**src/rtl/irqc_pkg.sv**
```systemverilog
package irqc_pkg;
    localparam int NSRC    = 5;
    localparam int IDXW    = 3;
    localparam int VECW    = 16;
    localparam int REGW    = 8;
    localparam int GLB_BIT = 7;
    localparam logic [NSRC-1:0] TMR_MASK = 5'b01010;
    localparam logic [VECW-1:0] VEC_BASE = 16'h0003;
    localparam logic [VECW-1:0] VEC_STEP = 16'h0008;

    typedef logic [NSRC-1:0] src_vec_t;

    typedef struct packed {
        src_vec_t tdly;
        src_vec_t smp;
    } smp_state_t;

    typedef struct packed {
        logic     glb;
        src_vec_t en;
        src_vec_t pri;
        logic     act_hi;
        logic     act_lo;
    } ctl_state_t;
endpackage

```
**src/rtl/irqc_sampler.sv**
```systemverilog
module irqc_sampler
    import irqc_pkg::*;
(
    input  logic     clk,
    input  logic     rst_n,
    input  logic     cyc_stb,
    input  src_vec_t src_req,
    input  src_vec_t clr_mask,
    output src_vec_t smp
);
    smp_state_t state_d, state_q;

    always_comb begin
        state_d = state_q;
        if (cyc_stb) begin
            state_d.tdly = src_req & TMR_MASK;
            state_d.smp  = (src_req & ~TMR_MASK) | (state_q.tdly & TMR_MASK);
        end
        // acknowledge clear applied last so it wins over a coincident strobe
        state_d.smp = state_d.smp & ~clr_mask;
    end

    always_ff @(posedge clk or negedge rst_n) begin
        if (!rst_n) state_q <= '0;
        else        state_q <= state_d;
    end

    assign smp = state_q.smp;
endmodule

```
**src/rtl/irqc_arbiter.sv**
```systemverilog
module irqc_arbiter
    import irqc_pkg::*;
(
    input  src_vec_t         smp,
    input  logic             glb,
    input  src_vec_t         en,
    input  src_vec_t         pri,
    input  logic             act_hi,
    input  logic             act_lo,
    output logic             req,
    output logic             grant_hi,
    output logic [IDXW-1:0]  idx,
    output logic [VECW-1:0]  vec
);
    src_vec_t pend, hi_c, lo_c, pick;

    always_comb begin
        pend     = smp & en & {NSRC{glb}};
        hi_c     = pend & pri & {NSRC{!act_hi}};
        lo_c     = pend & ~pri & {NSRC{!act_hi && !act_lo}};
        grant_hi = |hi_c;
        pick     = grant_hi ? hi_c : lo_c;
        req      = |pick;
        idx      = '0;
        for (int i = NSRC - 1; i >= 0; i--) begin
            if (pick[i]) idx = IDXW'(i);
        end
        vec = req ? (VEC_BASE + VEC_STEP * VECW'(idx)) : '0;
    end
endmodule

```
**src/rtl/irq_enable_ctrl.sv**
```systemverilog
module irq_enable_ctrl
    import irqc_pkg::*;
(
    input  logic            clk,
    input  logic            rst_n,
    input  logic            cyc_stb,
    input  logic            reg_we,
    input  logic            reg_sel,
    input  logic [7:0]      reg_wdata,
    output logic [7:0]      reg_rdata,
    input  logic [4:0]      src_req,
    output logic            irq_req,
    output logic [15:0]     irq_vec,
    input  logic            irq_ack,
    input  logic            eos
);
    ctl_state_t      state_d, state_q;
    src_vec_t        smp, clr_mask;
    logic            grant_hi;
    logic [IDXW-1:0] idx;
    logic            take;
    logic [REGW-1:0] en_cur;
    logic            act_hi_cur, act_lo_cur;

    irqc_sampler u_smp (
        .clk      (clk),
        .rst_n    (rst_n),
        .cyc_stb  (cyc_stb),
        .src_req  (src_req),
        .clr_mask (clr_mask),
        .smp      (smp)
    );

    irqc_arbiter u_arb (
        .smp      (smp),
        .glb      (state_q.glb),
        .en       (state_q.en),
        .pri      (state_q.pri),
        .act_hi   (state_q.act_hi),
        .act_lo   (state_q.act_lo),
        .req      (irq_req),
        .grant_hi (grant_hi),
        .idx      (idx),
        .vec      (irq_vec)
    );

    assign take = irq_ack && irq_req;

    always_comb begin
        clr_mask = '0;
        if (take) clr_mask[idx] = 1'b1;
    end

    always_comb begin
        state_d = state_q;
        if (reg_we) begin
            if (!reg_sel) begin
                state_d.glb = reg_wdata[GLB_BIT];
                state_d.en  = reg_wdata[NSRC-1:0];
            end else begin
                state_d.pri = reg_wdata[NSRC-1:0];
            end
        end
        if (eos) begin
            if (state_q.act_hi) state_d.act_hi = 1'b0;
            else                state_d.act_lo = 1'b0;
        end
        if (take) begin
            if (grant_hi) state_d.act_hi = 1'b1;
            else          state_d.act_lo = 1'b1;
        end
    end

    always_ff @(posedge clk or negedge rst_n) begin
        if (!rst_n) state_q <= '0;
        else        state_q <= state_d;
    end

    always_comb begin
        en_cur          = '0;
        en_cur[GLB_BIT] = state_q.glb;
        en_cur[NSRC-1:0] = state_q.en;
        reg_rdata       = '0;
        if (!reg_sel) reg_rdata = en_cur;
        else          reg_rdata[NSRC-1:0] = state_q.pri;
    end

    assign act_hi_cur = state_q.act_hi;
    assign act_lo_cur = state_q.act_lo;
endmodule

```
**config.mk**
```make
export PLATFORM = sky130hd
export DESIGN_NAME = irq_enable_ctrl
export DESIGN_NICKNAME = d
export VERILOG_FILES = /design/src/rtl/irqc_pkg.sv /design/src/rtl/irqc_sampler.sv /design/src/rtl/irqc_arbiter.sv /design/src/rtl/irq_enable_ctrl.sv
export SDC_FILE = /design/constraint.sdc
export NUM_CORES = 1
export LEC_CHECK = 0
export ABC_CLOCK_PERIOD_IN_PS = 1550
export BUFFER_PORTS_ARGS = -buffer_cell sky130_fd_sc_hd__buf_2
export CORE_UTILIZATION = 45
export DETAILED_ROUTE_END_ITERATION = 10
export PLACE_DENSITY_LB_ADDON = 0.25
export SYNTH_ARGS = -nofsm -noshare
export SYNTH_HDL_FRONTEND = slang
export SYNTH_SLANG_ARGS = --single-unit
export TNS_END_PERCENT = 30
```
**constraint.sdc**
```tcl
create_clock -name clk -period 1.55 [get_ports clk]
set_input_delay 0.155 -clock clk [delete_from_list [all_inputs] [get_ports clk]]
set_output_delay 0.155 -clock clk [all_outputs]
set_load 0.05 [all_outputs]
```
Word-level counts from Yosys, hierarchy flattened
Cells that the tools add are included.
{"block": "totals", "in_bits": 20, "register_bits": 20, "elab_cells": 48, "output_inout_bits": 25}
{"block": "op_classes", "n_addsub": 1, "n_lt_le_gt_ge": 2, "bitwise_logic": 11, "reduce_logical": 9, "mux": 18}
{"cell": "$and 5x5->5", "count": 7}
{"cell": "$mux 5", "count": 4}
{"cell": "$mux 3", "count": 6}
{"cell": "$mux 16", "count": 1}
{"cell": "$not 5->5", "count": 2}
{"cell": "$reduce_or 5->1", "count": 2}
{"cell": "$add 2x6->7 const A", "count": 1}
{"cell": "$or 5x4->5", "count": 1}
{"cell": "$lt 3x4->1 const B", "count": 1}
{"cell": "$mux 1", "count": 4}
{"cell": "$mux 2", "count": 2}
{"cell": "$reduce_and 2->1", "count": 2}
{"cell": "$demux 1 s3", "count": 1}
{"cell": "$ge 3x1->1 const B", "count": 1}
{"cell": "$logic_and 1x1->1", "count": 3}
{"cell": "$logic_not 1->1", "count": 2}
{"cell": "$not 1->1", "count": 1}

Logic depth before layout (Yosys ltp)
{"block": "depth", "depth_word": 18, "mapped_depth": 7, "mapped_depth_nobuf": 5}

Hierarchy
From an unflattened synthesis, not the netlist that was laid out.
{"block": "unflattened", "hier_cells": 130, "hier_area_um2": 1370.1}
{"module": "irq_enable_ctrl", "area_per_inst_um2": 663.1, "cells_each": 50, "instances": 1, "seq_area_each_um2": 325.3}
{"module": "irqc_arbiter", "area_per_inst_um2": 384.1, "cells_each": 55, "instances": 1, "seq_area_each_um2": 0.0}
{"module": "irqc_sampler", "area_per_inst_um2": 322.8, "cells_each": 25, "instances": 1, "seq_area_each_um2": 175.2}

Worst setup path after synthesis
No wires, ideal clock.
{"block": "synth_path", "path_type": "reg-to-output", "from": "reg state_q (netlist bit en_cur[7])", "to": "out irq_vec[0]", "path_slack_ns": -0.526, "stages_incl_launch_ff": 8, "required_ns": 1.395, "arrival_time_ns": 1.921, "path_cell_list": "dfrtp_1 > buf_6 > and4b_1 > a41oi_1 > o221ai_1 > a21oi_2 > nand2_1 > buf_4"}
{"block": "synth_between", "elab_chain_cells": 7}
{"element": "from (decl)", "line": "irq_enable_ctrl.sv:17", "source": "ctl_state_t state_d, state_q;"}
{"element": "from (signal assigned)", "line": "irq_enable_ctrl.sv:76", "source": "else state_q <= state_d;"}
{"element": "$and 5x5->5 (*)", "line": "irqc_arbiter.sv:18", "source": "pend = smp & en & {NSRC{glb}};"}
{"element": "$and 5x5->5 (2 in series)", "line": "irqc_arbiter.sv:19", "source": "hi_c = pend & pri & {NSRC{!act_hi}};"}
{"element": "$reduce_or 5->1", "line": "irqc_arbiter.sv:21", "source": "grant_hi = |hi_c;"}
{"element": "$mux 5 (*)", "line": "irqc_arbiter.sv:22", "source": "pick = grant_hi ? hi_c : lo_c;"}
{"element": "$reduce_or 5->1 (*)", "line": "irqc_arbiter.sv:23", "source": "req = |pick;"}
{"element": "via irq_req", "line": "irq_enable_ctrl.sv:12", "source": "output logic irq_req,"}
{"element": "$mux 16 (*)", "line": "irqc_arbiter.sv:28", "source": "vec = req ? (VEC_BASE + VEC_STEP * VECW'(idx)) : '0;"}
{"element": "to (decl)", "line": "irq_enable_ctrl.sv:13", "source": "output logic [15:0] irq_vec,"}
Mark *: on every way through the listed nets, which the timed path passes. The rest lies on a longest branch.

Worst setup path after layout
{"block": "layout_path", "from": "reg u_smp.state_q (netlist bit u_smp.smp[3])", "to": "out irq_vec[3]"}
{"block": "layout_between", "elab_chain_cells": 12}
{"element": "from (decl)", "line": "irqc_sampler.sv:11", "source": "smp_state_t state_d, state_q;"}
{"element": "from (signal assigned)", "line": "irqc_sampler.sv:25", "source": "else state_q <= state_d;"}
{"element": "$and 5x5->5 (*) (2 in series)", "line": "irqc_arbiter.sv:18"}
{"element": "$and 5x5->5 (2 in series)", "line": "irqc_arbiter.sv:19"}
{"element": "$reduce_or 5->1", "line": "irqc_arbiter.sv:21"}
{"element": "$mux 5 (*)", "line": "irqc_arbiter.sv:22"}
{"element": "$mux 3 (4 in series)", "line": "irqc_arbiter.sv:26", "source": "if (pick[i]) idx = IDXW'(i);"}
{"element": "$add 2x6->7", "line": "irqc_arbiter.sv:28"}
{"element": "$mux 16 (*)", "line": "irqc_arbiter.sv:28"}
Mark *: on every way between the ends. The rest lies on a longest branch, timed or not.

==> impl_metrics.csv <==
group,metric,value,unit
critical_path,cp_slowest_cell,"dfrtp_1",
finish,utilization,72.2,%
synth,synth_seq_cells,20,
critical_path,crit_fanout,4,
critical_path,cp_num_cells,5,
finish,fin_nets,225,
power,vdd_drop_max,1.19,mV
critical_path,worstSetupStartpointType,"register",
timing,layout_setup_ws,-0.491,ns
finish,final_common_cell,"buf_4",
timing,slew_viol_final,0,
critical_path,cp.required,1.39,ns
power,power.leakage,0.000973,uW
floorplan,rows,19,
critical_path,startpoint,"u_smp.smp[3]$_DFF_PN0_",
timing,max_freq,490,MHz
placement,gp_congestion,0.931,
cts,insertion_delay,0.31,ns
critical_path,end_kind,"output port",
outcome,outcome,"finished with violations",
finish,final_cell_mix,"49 x buf_4, 23 x buf_2, 19 x mux2_2, 19 x dfrtp_1, 13 x conb_1",
detailed_routing,wirelength,3.88,mm
cts,numCtsBuffers,3,
synth,syn_area_per_cell,10.5,um^2
global_routing,grt_max_degree,21,
finish,antenna_cells,0,
synth,synthDistinctLibCells,38,
finish,area_growth,51.4,%
detailed_routing,vias,1300,
floorplan,fp.dieW,56.3,um
cts,cts_tree,"yes",
finish,final_layout_size_suffix_gt1_share,59.3,%
global_routing,grt_pass1_wl,6.35,mm
timing,rsz0062_at_grt,"yes",
synth,syn_inst,127,
synth,ys.warnings.count,0,
synth,seq_area_frac_synth,37.7,%
detailed_routing,dr.pass1.iters,4,
timing,period_share,132,%
floorplan,die_area,0.00317,mm^2
critical_path,worstPathArrival,1.89,ns
cts,htree_levels,1,
min_path,hp-class,"input port to register",
cts,clock_sinks,20,
placement,pre_cts_ws,-0.263,ns
finish,nFillCells,204,
detailed_routing,routed_via_density,5.53,
critical_path,rr_worst_depth,7,
critical_path,r2r_start,"en_cur[7]$_DFFE_PN0P_",
finish,finalInstanceArea,0.00201,mm^2
placement,place_area,0.00178,mm^2
critical_path,cp_top_family,"simple AND/OR/NAND/NOR gates",
detailed_routing,drc,0,
timing,finalSetupViolCount,12,
global_routing,grt.total_usage,26.2,%
timing,fin_skew,0.000966,ns
flow_run,drv_cap,0,
critical_path,critPathKind,"register to output port",
critical_path,critPathBufInv,1,
detailed_routing,postRouteAntennaNets,0,
critical_path,r2r_slack,-0.34,ns
timing,fin_crit,2.04,ns
floorplan,ios,45,
outcome,violations,"setup timing",
cts,path_clk_slew,0.13,ns
cts,cts_root_buf,"clkbuf_4",
finish,seqCellArea,502,um^2
floorplan,die_y,56.3,um
floorplan,initial_core_util,47.7,%
global_routing,gr-total-overflow,0,
synth,syn_area,0.00133,mm^2
detailed_routing,dr.first_iter.drc_count,40,
detailed_routing,routedWlPerCell,16.5,um
finish,multiInputGateArea,811,um^2
placement,io_buffers,29,
critical_path,path_cells,"nand3_1 > and4_1 > a21oi_1 > o32a_4 > buf_8",
critical_path,max_stage_delay,0.44,ns
placement,dp_hpwl,2.71,mm
global_routing,antenna_found_initial,0,
floorplan,core-area,0.00278,mm^2
critical_path,crit-reg2reg-capture,"u_smp.smp[2]$_DFF_PN0_",
global_routing,grt_pass1_vias,1342,
cts,clockBufferDepth,2,
timing,finalHoldViolCount,0,
critical_path,endpoint,"irq_vec[3]",
power,power_density,1420,mW/mm^2
-- cells in the mapped netlist --
library cell   n  area [um^2]
and2_1         2         12.5
a41oi_4        1         27.5
o32a_1         1         10.0
inv_2          1         3.75
o21a_1         1         7.51
and2_4         1         8.76
nor2_1         3         11.3
a22o_1         1         8.76
o41a_1         1         11.3
a41o_1         1         10.0
mux2i_1        4         40.0
a211oi_1       1         7.51
o211ai_1       1         7.51
clkbuf_1       3         11.3
a21oi_2        1         8.76
mux2_2        19          214
and4b_1        1         10.0
nand2_1        5         18.8
o31ai_1        1         7.51
nand3_1        8         40.0
a31oi_1        4         25.0
buf_6          1         11.3
nor2b_1        3         18.8
buf_4         15          113
conb_1         1         3.75
o221ai_1       1         8.76
o211a_1        1         10.0
and4_1         1         8.76
a21o_1         1         7.51
dfrtp_1       20          500
a41oi_1        2         17.5
a21boi_4       1         18.8
o22ai_1        1         6.26
nand4_4        1         21.3
inv_1          5         18.8
a21oi_1        9         45.0
nand4_1        1         6.26
o21ai_0        2         10.0
-- area by class of cell --
cell class              instances  share of cell area, %
clock buffers                   3                   1.12
repair buffers                 80                   29.0
clock inverters                 1                   1.49
well taps                      31                   1.93
multi-input cells              94                   40.3
inverters                       6                   1.12
flip-flops and latches         20                   25.0
-- kinds of logic after synthesis --
logic type      after synthesis  synth area share, %
flops                        20                 37.7
buf+inv                      25                 11.9
compound gates               32                 19.2
other cells                   1                0.282
mux                          23                 19.1
simple gates                 26                 11.8
-- registers in the layout (all words and copies together) (netlist names) --
signal         count
act_lo_cur         1
state_q            5
en_cur             6
u_smp.state_q      2
act_hi_cur         1
u_smp.smp          5
-- metal layers --
metal | vias to the layer above | wire (um) | track usage [%]
li1 | 598 | - | -
met1 | 631 | 1570 | 32.2
met2 | 55 | 1990 | 44.7
met3 | 16 | 190 | 4.61
met4 | 0 | 131 | 12.2
met5 | - | 0 | 0
-- worst min-delay path by stage --
stage,start,endpoint,slack (ns),cells after the start
floorplan,rst_n,act_hi_cur$_DFF_PN0_,-0.14,0
global placement,rst_n,u_smp.state_q[6]$_DFFE_PN0P_,0.12,1
detailed placement,rst_n,u_smp.smp[1]$_DFF_PN0_,0.14,1
CTS,src_req[3],u_smp.state_q[8]$_DFFE_PN0P_,0.07,2
global route,reg_wdata[0],en_cur[0]$_DFFE_PN0P_,0.07,2
finish,src_req[3],u_smp.state_q[8]$_DFFE_PN0P_,0.06,2
-- what timing repair did --
action                                  4_1_cts  5_1_grt
hold buffers                                  1        0
pin swaps                                     7        7
endpoints found under the hold margin        20        0
endpoints found under the setup margin       12       15
gates resized for setup                      22        5
buffers inserted                              6        1
-- where the power goes --
part           internal (uW)  switching [uW]
registers                610            79.8
logic                    794             917
clock network            262             184
-- stage by stage --
step                power, uW  TNS, ns  std cells  hold slack (ns)
global route             2970    -5.24        235           0.0682
floorplan                1640   -0.912        139           -0.141
detailed placement       2050    -1.80        223            0.141
CTS                      2750    -3.69        234           0.0745
finish                   2850    -4.12        235           0.0628
global placement         2030    -1.41        223            0.121
(Power assumes the default switching activity.)
